===== src/rtl/txr_pkg.sv =====
package txr_pkg;

  localparam int unsigned CTRL_W    = 32;
  localparam int unsigned CNT_W     = 11;
  localparam int unsigned EOF_BIT   = 15;
  localparam int unsigned NOCRC_BIT = 16;
  localparam int unsigned EXH_BIT   = 27;
  localparam int unsigned UNDR_BIT  = 28;
  localparam int unsigned RTRY_BIT  = 29;
  localparam int unsigned WRAP_BIT  = 30;
  localparam int unsigned USED_BIT  = 31;
  localparam int unsigned DESC_STEP = 8;
  localparam int unsigned CTRL_OFS  = 4;

  typedef enum logic [3:0] {
    ST_IDLE,
    ST_RD_ADDR,
    ST_WT_ADDR,
    ST_RD_CTRL,
    ST_WT_CTRL,
    ST_EVAL,
    ST_RD_BUF,
    ST_WT_BUF,
    ST_BYTE,
    ST_ABORT,
    ST_WBACK,
    ST_NEXT
  } rd_state_t;

endpackage


===== src/rtl/txr_ring_ptr.sv =====
module txr_ring_ptr #(
  parameter int unsigned AW = 32
) (
  input  logic          clk,
  input  logic          rst_n,
  input  logic [AW-1:0] base_i,
  input  logic          load_i,
  input  logic          adv_i,
  input  logic          wrap_i,
  output logic [AW-1:0] ptr_o
);
  import txr_pkg::*;

  localparam logic [AW-1:0] STEP = AW'(DESC_STEP);

  logic [AW-1:0] ptr_q, ptr_d;
  logic          ptr_en;

  always_comb begin
    ptr_en = load_i | adv_i;
    ptr_d  = ptr_q;
    if (load_i) begin
      ptr_d = base_i;
    end else if (adv_i) begin
      ptr_d = wrap_i ? base_i : (ptr_q + STEP);
    end
  end

  always_ff @(posedge clk or negedge rst_n) begin
    if (!rst_n) begin
      ptr_q <= '0;
    end else if (ptr_en) begin
      ptr_q <= ptr_d;
    end
  end

  assign ptr_o = ptr_q;

  AST_WRAP_TO_BASE: assert property (@(posedge clk) disable iff (!rst_n)
    (adv_i && wrap_i) |=> (ptr_o == $past(base_i)));
  AST_STEP_EIGHT: assert property (@(posedge clk) disable iff (!rst_n)
    (adv_i && !wrap_i && !load_i) |=> (ptr_o == $past(ptr_o) + STEP));

endmodule


===== src/rtl/txr_byte_lane.sv =====
module txr_byte_lane #(
  parameter int unsigned WORD_W = 32
) (
  input  logic [WORD_W-1:0]         word_i,
  input  logic [$clog2(WORD_W/8)-1:0] sel_i,
  output logic [7:0]                byte_o
);
  localparam int unsigned LANES = WORD_W / 8;

  logic [7:0] lanes [LANES];

  for (genvar g = 0; g < LANES; g++) begin : g_lane
    assign lanes[g] = word_i[8*g +: 8];
  end

  assign byte_o = lanes[sel_i];

endmodule


===== src/rtl/txr_wb_word.sv =====
module txr_wb_word (
  input  logic [31:0] ctrl_i,
  input  logic        undr_i,
  input  logic        rtry_i,
  input  logic        exh_i,
  output logic [31:0] wb_o
);
  import txr_pkg::*;

  always_comb begin
    wb_o           = ctrl_i;
    wb_o[USED_BIT] = 1'b1;
    wb_o[EXH_BIT]  = exh_i;
    wb_o[UNDR_BIT] = undr_i;
    wb_o[RTRY_BIT] = rtry_i;
  end

endmodule


===== src/rtl/txr_desc_reader.sv =====
module txr_desc_reader #(
  parameter int unsigned AW = 32
) (
  input  logic          clk,
  input  logic          rst_n,
  input  logic          start_i,
  input  logic          halt_i,
  input  logic [AW-1:0] ring_base_i,
  output logic          busy_o,
  output logic          mem_rd_o,
  output logic [AW-1:0] mem_raddr_o,
  input  logic          mem_rvalid_i,
  input  logic [31:0]   mem_rdata_i,
  output logic          mem_wr_o,
  output logic [AW-1:0] mem_waddr_o,
  output logic [31:0]   mem_wdata_o,
  output logic          tx_valid_o,
  input  logic          tx_ready_i,
  output logic [7:0]    tx_data_o,
  output logic          tx_last_o,
  output logic          tx_abort_o,
  output logic          tx_nocrc_o,
  input  logic          underrun_i,
  input  logic          retry_i
);
  import txr_pkg::*;

  localparam int unsigned   OFF_W   = 2;
  localparam logic [AW-1:0] CTRL_AD = AW'(CTRL_OFS);
  localparam logic [CNT_W-1:0] REM_ONE = CNT_W'(1);

  rd_state_t         state_q, state_d;
  logic [AW-1:0]     buf_addr_q, buf_addr_d;
  logic [CNT_W-1:0]  remain_q, remain_d;
  logic [31:0]       word_q, word_d;
  logic              last_q, last_d;
  logic              wrap_q, wrap_d;
  logic [AW-1:0]     first_ptr_q, first_ptr_d;
  logic [31:0]       first_ctrl_q, first_ctrl_d;
  logic              in_frame_q, in_frame_d;
  logic              halt_q, halt_d;
  logic              rewind_q, rewind_d;
  logic              undr_q, undr_d;
  logic              rtry_q, rtry_d;
  logic              exh_q, exh_d;

  logic [AW-1:0]     ptr;
  logic              ptr_load, ptr_adv;
  logic [7:0]        lane_byte;
  logic [31:0]       wb_word;
  logic              busy;

  assign busy = (state_q != ST_IDLE);

  txr_ring_ptr #(.AW(AW)) u_ptr (
    .clk    (clk),
    .rst_n  (rst_n),
    .base_i (ring_base_i),
    .load_i (ptr_load),
    .adv_i  (ptr_adv),
    .wrap_i (wrap_q),
    .ptr_o  (ptr)
  );

  txr_byte_lane #(.WORD_W(32)) u_lane (
    .word_i (word_q),
    .sel_i  (buf_addr_q[OFF_W-1:0]),
    .byte_o (lane_byte)
  );

  txr_wb_word u_wb (
    .ctrl_i (first_ctrl_q),
    .undr_i (undr_q),
    .rtry_i (rtry_q),
    .exh_i  (exh_q),
    .wb_o   (wb_word)
  );

  // Next-state logic
  always_comb begin
    state_d      = state_q;
    buf_addr_d   = buf_addr_q;
    remain_d     = remain_q;
    word_d       = word_q;
    last_d       = last_q;
    wrap_d       = wrap_q;
    first_ptr_d  = first_ptr_q;
    first_ctrl_d = first_ctrl_q;
    in_frame_d   = in_frame_q;
    rewind_d     = rewind_q;
    exh_d        = exh_q;
    halt_d       = halt_q | (busy & halt_i);
    undr_d       = undr_q | (busy & underrun_i);
    rtry_d       = rtry_q | (busy & retry_i);
    mem_rd_o     = 1'b0;
    mem_raddr_o  = '0;
    mem_wr_o     = 1'b0;
    tx_valid_o   = 1'b0;
    tx_abort_o   = 1'b0;
    ptr_load     = 1'b0;
    ptr_adv      = 1'b0;

    unique case (state_q)
      ST_IDLE: begin
        halt_d = 1'b0;
        if (start_i) begin
          ptr_load = rewind_q;
          rewind_d = 1'b0;
          state_d  = ST_RD_ADDR;
        end
      end
      ST_RD_ADDR: begin
        mem_rd_o    = 1'b1;
        mem_raddr_o = ptr;
        state_d     = ST_WT_ADDR;
      end
      ST_WT_ADDR: begin
        if (mem_rvalid_i) begin
          buf_addr_d = mem_rdata_i[AW-1:0];
          state_d    = ST_RD_CTRL;
        end
      end
      ST_RD_CTRL: begin
        mem_rd_o    = 1'b1;
        mem_raddr_o = ptr + CTRL_AD;
        state_d     = ST_WT_CTRL;
      end
      ST_WT_CTRL: begin
        if (mem_rvalid_i) begin
          word_d  = mem_rdata_i;
          state_d = ST_EVAL;
        end
      end
      ST_EVAL: begin
        if (word_q[USED_BIT]) begin
          if (in_frame_q) begin
            exh_d   = 1'b1;
            state_d = ST_ABORT;
          end else begin
            rewind_d = rewind_q | halt_q;
            halt_d   = 1'b0;
            state_d  = ST_IDLE;
          end
        end else if (!in_frame_q && halt_q) begin
          rewind_d = 1'b1;
          halt_d   = 1'b0;
          state_d  = ST_IDLE;
        end else begin
          if (!in_frame_q) begin
            first_ptr_d  = ptr;
            first_ctrl_d = word_q;
            in_frame_d   = 1'b1;
          end
          remain_d = word_q[CNT_W-1:0];
          last_d   = word_q[EOF_BIT];
          wrap_d   = word_q[WRAP_BIT];
          if (word_q[CNT_W-1:0] == '0) begin
            state_d = word_q[EOF_BIT] ? ST_WBACK : ST_NEXT;
          end else begin
            state_d = ST_RD_BUF;
          end
        end
      end
      ST_RD_BUF: begin
        mem_rd_o    = 1'b1;
        mem_raddr_o = {buf_addr_q[AW-1:OFF_W], {OFF_W{1'b0}}};
        state_d     = ST_WT_BUF;
      end
      ST_WT_BUF: begin
        if (mem_rvalid_i) begin
          word_d  = mem_rdata_i;
          state_d = ST_BYTE;
        end
      end
      ST_BYTE: begin
        tx_valid_o = 1'b1;
        if (tx_ready_i) begin
          buf_addr_d = buf_addr_q + AW'(1);
          remain_d   = remain_q - REM_ONE;
          if (remain_q == REM_ONE) begin
            state_d = last_q ? ST_WBACK : ST_NEXT;
          end else if (buf_addr_q[OFF_W-1:0] == {OFF_W{1'b1}}) begin
            state_d = ST_RD_BUF;
          end
        end
      end
      ST_ABORT: begin
        tx_valid_o = 1'b1;
        tx_abort_o = 1'b1;
        if (tx_ready_i) begin
          state_d = ST_WBACK;
        end
      end
      ST_WBACK: begin
        mem_wr_o   = 1'b1;
        in_frame_d = 1'b0;
        undr_d     = 1'b0;
        rtry_d     = 1'b0;
        exh_d      = 1'b0;
        if (exh_q) begin
          rewind_d = rewind_q | halt_q;
          halt_d   = 1'b0;
          state_d  = ST_IDLE;
        end else begin
          state_d = ST_NEXT;
        end
      end
      ST_NEXT: begin
        ptr_adv = 1'b1;
        if (!in_frame_q && halt_q) begin
          rewind_d = 1'b1;
          halt_d   = 1'b0;
          state_d  = ST_IDLE;
        end else begin
          state_d = ST_RD_ADDR;
        end
      end
      default: begin
        state_d = ST_IDLE;
      end
    endcase
  end

  // Register process
  always_ff @(posedge clk or negedge rst_n) begin
    if (!rst_n) begin
      state_q      <= ST_IDLE;
      buf_addr_q   <= '0;
      remain_q     <= '0;
      word_q       <= '0;
      last_q       <= 1'b0;
      wrap_q       <= 1'b0;
      first_ptr_q  <= '0;
      first_ctrl_q <= '0;
      in_frame_q   <= 1'b0;
      halt_q       <= 1'b0;
      rewind_q     <= 1'b1;
      undr_q       <= 1'b0;
      rtry_q       <= 1'b0;
      exh_q        <= 1'b0;
    end else begin
      state_q      <= state_d;
      buf_addr_q   <= buf_addr_d;
      remain_q     <= remain_d;
      word_q       <= word_d;
      last_q       <= last_d;
      wrap_q       <= wrap_d;
      first_ptr_q  <= first_ptr_d;
      first_ctrl_q <= first_ctrl_d;
      in_frame_q   <= in_frame_d;
      halt_q       <= halt_d;
      rewind_q     <= rewind_d;
      undr_q       <= undr_d;
      rtry_q       <= rtry_d;
      exh_q        <= exh_d;
    end
  end

  assign busy_o      = busy;
  assign mem_waddr_o = first_ptr_q + CTRL_AD;
  assign mem_wdata_o = wb_word;
  assign tx_data_o   = (state_q == ST_BYTE) ? lane_byte : 8'h00;
  assign tx_last_o   = ((state_q == ST_BYTE) && last_q && (remain_q == REM_ONE))
                     || (state_q == ST_ABORT);
  assign tx_nocrc_o  = tx_valid_o & first_ctrl_q[NOCRC_BIT];

  AST_IDLE_QUIET: assert property (@(posedge clk) disable iff (!rst_n)
    !busy_o |-> (!mem_rd_o && !mem_wr_o && !tx_valid_o));
  AST_LAST_ON_BEAT: assert property (@(posedge clk) disable iff (!rst_n)
    tx_last_o |-> tx_valid_o);
  AST_ABORT_IS_LAST: assert property (@(posedge clk) disable iff (!rst_n)
    tx_abort_o |-> (tx_last_o && (tx_data_o == 8'h00)));
  AST_WB_MARKS_USED: assert property (@(posedge clk) disable iff (!rst_n)
    mem_wr_o |-> mem_wdata_o[USED_BIT]);
  AST_ABORT_FLAGS_EXH: assert property (@(posedge clk) disable iff (!rst_n)
    (mem_wr_o && $past(tx_abort_o && tx_ready_i)) |-> mem_wdata_o[EXH_BIT]);
  AST_BEAT_HELD: assert property (@(posedge clk) disable iff (!rst_n)
    (tx_valid_o && !tx_ready_i) |=> (tx_valid_o && $stable(tx_data_o)
      && $stable(tx_last_o) && $stable(tx_abort_o)));
  AST_RD_WR_EXCL: assert property (@(posedge clk) disable iff (!rst_n)
    !(mem_rd_o && mem_wr_o));

endmodule


===== config.mk =====
export PLATFORM = sky130hd
export DESIGN_NAME = txr_desc_reader
export DESIGN_NICKNAME = d
export VERILOG_FILES = /design/src/rtl/txr_pkg.sv /design/src/rtl/txr_ring_ptr.sv /design/src/rtl/txr_byte_lane.sv /design/src/rtl/txr_wb_word.sv /design/src/rtl/txr_desc_reader.sv
export SDC_FILE = /design/constraint.sdc
export NUM_CORES = 1
export LEC_CHECK = 0
export BUFFER_PORTS_ARGS = -buffer_cell sky130_fd_sc_hd__buf_2
export CAP_MARGIN = 30
export CORE_MARGIN = 2
export CORE_UTILIZATION = 35
export CTS_BUF_LIST = sky130_fd_sc_hd__clkbuf_2
export DETAILED_ROUTE_END_ITERATION = 12
export PLACE_DENSITY = 0.54
export SYNTH_ARGS = -nofsm -noshare
export SYNTH_HDL_FRONTEND = slang
export SYNTH_SLANG_ARGS = --single-unit

===== constraint.sdc =====
create_clock -name clk -period 3.5 [get_ports clk]
set_input_delay 0.35 -clock clk [delete_from_list [all_inputs] [get_ports clk]]
set_output_delay 0.35 -clock clk [all_outputs]
set_load 0.01 [all_outputs]

# After elaboration in Yosys (flattened, before gate mapping)
# Cells that the tools add are included.
# totals
register_bits,182
latch_bits,0
mem_bits_rw,0
romBits,0
inputBits,72
output_inout_bits,111
word_cells,144
mem_count,0
# op_classes
add_sub_neg,5
multipliers,0
div,0
magnitude_cmp,1
eq_ne,26
n_shift,0
muxes,58
bitwise,13
reduce_logical,26
# ops
op,count
32-bit two-way mux,5
32-bit case mux with 3 select lines,1
32-bit by 3-bit adder with 32-bit output (second input constant),2
32-bit case mux with 2 select lines,1
4-bit two-way mux,13
4-bit case mux with 12 select lines,1
11-bit two-way mux,3
32-bit by 1-bit adder with 32-bit output (second input constant),1
32-bit by 4-bit adder with 32-bit output (second input constant),1
1-bit two-way mux,25
8-bit two-way mux,3
2-bit != test (second input constant),11
11-bit case mux with 2 select lines,1
8-bit binary-select mux with 2-bit select,1
4-bit by 3-bit == test with 1-bit output (second input constant),4
4-bit == test (second input constant),4
3-bit AND reduction,4
4-bit AND reduction,3
11-bit by 1-bit == test with 1-bit output (second input constant),1
11-bit zero test,1
11-bit by 1-bit subtractor with 11-bit output (second input constant),1
4-bit by 2-bit == test with 1-bit output (second input constant),2
1-bit case mux with 4 select lines,2
2-bit nonzero test,4
other kinds (19),34

# Depth between registers and ports, before layout
# depth
ltp_word,6
ltp_mapped,9
depth_no_buf,7

# Modules after synthesis
# From an unflattened synthesis, not the netlist that was laid out.
# hier_totals
hier_cells,1196
hier_area_um2,11362.1
# by_module_without_submodules
mod,n_inst,cells_each,area_each_um2,seq_area_each_um2
txr_desc_reader,1,907,8886.0,3754.9
txr_ring_ptr,1,246,2035.7,800.8
txr_wb_word,1,33,244.0,0.0
txr_byte_lane,1,10,196.4,0.0

# Worst setup path after synthesis
# OpenSTA, ideal clock, no wires.
# synth_path
path_kind,register to output
start,register u_ptr.ptr_q[3] (netlist: u_ptr.ptr_o[3])
end,output mem_raddr_o[23]
t_arrival_ns,1.964
required_time_ns,3.150
setup_slack_ns,1.186
stages_incl_launch_ff,9
n_path_buf,2
cell_sequence,dfrtp_1 -> ha_1 -> and4_1 -> and3_1 -> buf_2 -> buf_2 -> nand4_1 -> xor2_1 -> o21ai_0
# synth_via
elab_chain_len,2
# synth_rtl
element,line_no,source
start: declaration,txr_ring_ptr.sv:16,"logic [AW-1:0] ptr_q, ptr_d;"
start signal: assignment,txr_ring_ptr.sv:33,ptr_q <= ptr_d;
32-bit by 3-bit adder with 32-bit output,txr_desc_reader.sv:125,mem_raddr_o = ptr + CTRL_AD;
32-bit case mux with 3 select lines,txr_desc_reader.sv:103,unique case (state_q)
end: declaration,txr_desc_reader.sv:11,"output logic [AW-1:0] mem_raddr_o,"
# No other way between the ends.

# Worst setup path after layout
# layout_path
start,register u_ptr.ptr_q[9] (netlist: u_ptr.ptr_o[9])
end,output mem_raddr_o[20]
# The elaborated chain is that of the path after synthesis.

==> results.sh <==
export IMPL_outcome="finished clean"
export IMPL_globalplace_congestion=0.8647
export IMPL_seqCellArea_sq_um=4489
export IMPL_drv_cap=0
export IMPL_r2r_cells=6
export IMPL_finalNetCount=1432
export IMPL_finClkSkew_ps=58.65
export IMPL_layout_common_cells="buf_2 (180), dfrtp_1 (171), nand2_1 (118)"
export IMPL_synth_edf_count=0
export IMPL_cp_end_kind="output pin"
export IMPL_fp_dieW_um=178.4
export IMPL_first_global_vias=9172
export IMPL_vias_per_cell=5.522
export IMPL_ys_flop_type="dfrtp_1"
export IMPL_ys_types=75
export IMPL_worst_r2r_setup_slack_ps=790
export IMPL_yosysWarnings=0
export IMPL_path_clk_slew_ps=330
export IMPL_slowest_stage="dfrtp_1"
export IMPL_max_slew_worst_pin_slew_ps=894.6
export IMPL_critPathLaunch="u_ptr.ptr_o[9]"
export IMPL_num_fill_cells=2970
export IMPL_crit_path_max_fanout=9
export IMPL_cts_sink_count=179
export IMPL_hpwl_um=25140
export IMPL_hold_viol=0
export IMPL_synth_area_per_cell_sq_um=9.309
export IMPL_ys_async_sr_fraction=1.000
export IMPL_fp_row_count=63
export IMPL_detail_route_antenna_nets=0
export IMPL_p_leak_uw=0.005645
export IMPL_routedWlPerCell_um=19.71
export IMPL_grt_overflow=0
export IMPL_syn_cell_area_sq_um=10650
export IMPL_rsz0062_at_grt="false"
export IMPL_cts_buffers=17
export IMPL_multiInputGateArea_sq_um=5697
export IMPL_vias=9708
export IMPL_ctsHtreeMaxLevel=4
export IMPL_start_kind="register"
export IMPL_drt_iter0_drc=852
export IMPL_placed_cell_area_sq_um=11930
export IMPL_grt_pass1_wl_um=53900
export IMPL_ctsRootBufferMaster="clkbuf_2"
export IMPL_track_usage=0.2199
export IMPL_synth_seq_area_share=0.4207
export IMPL_drv_slew=0
export IMPL_drive_gt1_frac=0.2429
export IMPL_cp_top_family="simple AND/OR/NAND/NOR gates"
export IMPL_final_common_cell="buf_2"
export IMPL_post_route_period_util=0.9471
export IMPL_core_area_sq_um=29800
export IMPL_slew_headroom=0.4036
export IMPL_grt_max_degree=83
export IMPL_drc=0
export IMPL_cts_tree="built"
export IMPL_worstSetupPathType="reg2out"
export IMPL_syn_nets=1222
export IMPL_synthCells=1144
export IMPL_finalSetupViolCount=0
export IMPL_routed_wl_um=34650
export IMPL_numPortBuffers=181
export IMPL_min_period_ps=3315
export IMPL_power_density_nw_per_um2=692.2
export IMPL_yosys_register_bits=179
export IMPL_worstPathArrival_ps=2970
export IMPL_final_area_sq_um=12970
export IMPL_max_vdd_ir_drop_mv=0.2234
export IMPL_drt_pass1_iter_count=6
export IMPL_die_area_sq_um=31840
export IMPL_worstPathRequired_ps=3150
export IMPL_cpPeakStageDelay_ps=610
export IMPL_path_cells="nand4_1 > nor4_2 > buf_4 > nand2_1 > xor2_1 > o21ai_0 > buf_2"
export IMPL_r2r_start="state_q[1]"
export IMPL_crit_buf_inv=2
export IMPL_antenna_found_initial=1
export IMPL_fmax_ghz=0.3017
export IMPL_fp_dieH_um=178.4
export IMPL_clockBufferDepth=2
export IMPL_area_delta_synth_final_pct=21.82
export IMPL_clock_latency_ps=780
export IMPL_finalSetupTns_ps=0
export IMPL_hold_path_class="in2async"
export IMPL_initial_core_util=0.3574
export IMPL_pin_count=183
export IMPL_rr_endpoint="u_ptr.ptr_o[3]"
## metal layers
| metal | vias to the layer above | GRT usage | share of wire |
|---|---|---|---|
| met4 | 0 | 0.06606 | 0.025 |
| met1 | 4720 | 0.3208 | 0.47 |
| met2 | 350 | 0.3316 | 0.45 |
| met5 | - | 0 | 0 |
| met3 | 45 | 0.03836 | 0.060 |
| li1 | 4593 | - | - |
## registers in the layout, summed over array words and instances (netlist names)
signal and cells:
rtry_q 1, state_q 4, exh_q 1, word_q 32, u_ptr.ptr_o 32, first_ptr_q 32, halt_q 1, rewind_q 1
first_ctrl_q 28, remain_q 11, last_q 1, undr_q 1, in_frame_q 1, wrap_q 1, buf_addr_q 32
## worst max-delay path by stage
stage                                 end  cells past startpoint
after global routing      mem_raddr_o[29]                      8
after floorplan           mem_raddr_o[23]                      8
after detailed placement  mem_raddr_o[31]                      7
after CTS                 mem_raddr_o[28]                      7
after global placement    mem_raddr_o[31]                      7
final                     mem_raddr_o[20]                      7
## where the power goes
part           internal [uW]  switching [uW]
combinational           1800            2030
sequential              2850            1110
clock                    315             871
## stage by stage
step                      hold WS, ps  instances  total power, uW  setup WS, ps    util
after CTS                       70.47       1754             9016        -5.488  0.4337
final                           123.0       1758             8979         185.0  0.4354
after global placement          461.6       1649             7679         813.2  0.3993
after global routing            91.41       1758             9652         10.04  0.4354
after floorplan                 54.41       1144             6253          1186       -
after detailed placement        473.7       1650             7732         787.4  0.4002
## cells in the mapped netlist, types with 7 or more instances
master,instances,area [sq um]
mux2_1,44,495.5
nand4_1,40,250.2
buf_4,11,82.58
and2_1,14,87.58
buf_2,28,140.1
and4_1,10,87.58
nand2b_1,8,50.05
o21ai_0,42,210.2
nor4_1,11,68.82
a21oi_1,78,390.4
nor2_1,78,292.8
xnor2_1,30,262.8
inv_1,22,82.58
dfrtp_1,178,4454
o21ai_1,30,150.1
a31oi_1,7,43.79
mux4_2,8,180.2
nand3_1,51,255.2
o22ai_1,27,168.9
nand2_1,118,442.9
nor3_1,22,110.1
and3_1,21,131.4
xor2_1,27,236.5
a2bb2oi_1,28,245.2
clkbuf_1,50,187.7
mux2_2,47,529.3
## cells by family after synthesis
family | after synthesis | share of synthesized area
AND/OR/NAND/NOR | 406 | 0.1942
multiplexers | 104 | 0.1178
flip-flops | 179 | 0.4207
adder cells (fa/ha/maj) | 6 | 0.007050
other | 1 | 0.0003521
buffers and inverters | 118 | 0.05017
XOR/XNOR | 57 | 0.04688
AO/OA/AOI/OAI | 273 | 0.1627
## layout make-up
class	instances	area share
Timing Repair Buffer	285	0.1486
Tap cell	390	0.03762
Sequential cell	179	0.3461
Clock buffer	18	0.006944
Antenna cell	1	0.0001929
Multi-Input combinational cell	847	0.4391
Inverter	24	0.006944
Clock inverter	14	0.01447
## what timing repair did
item                                   4_1_cts  5_1_grt
endpoints found under the hold margin      178        0
resized for setup                            2       11
buffers inserted                             1        3
hold buffers                                71        0
cloned                                       0        0
pin swaps                                    0        2
setup endpoints to repair                    6       24
(Power assumes the default switching activity.)
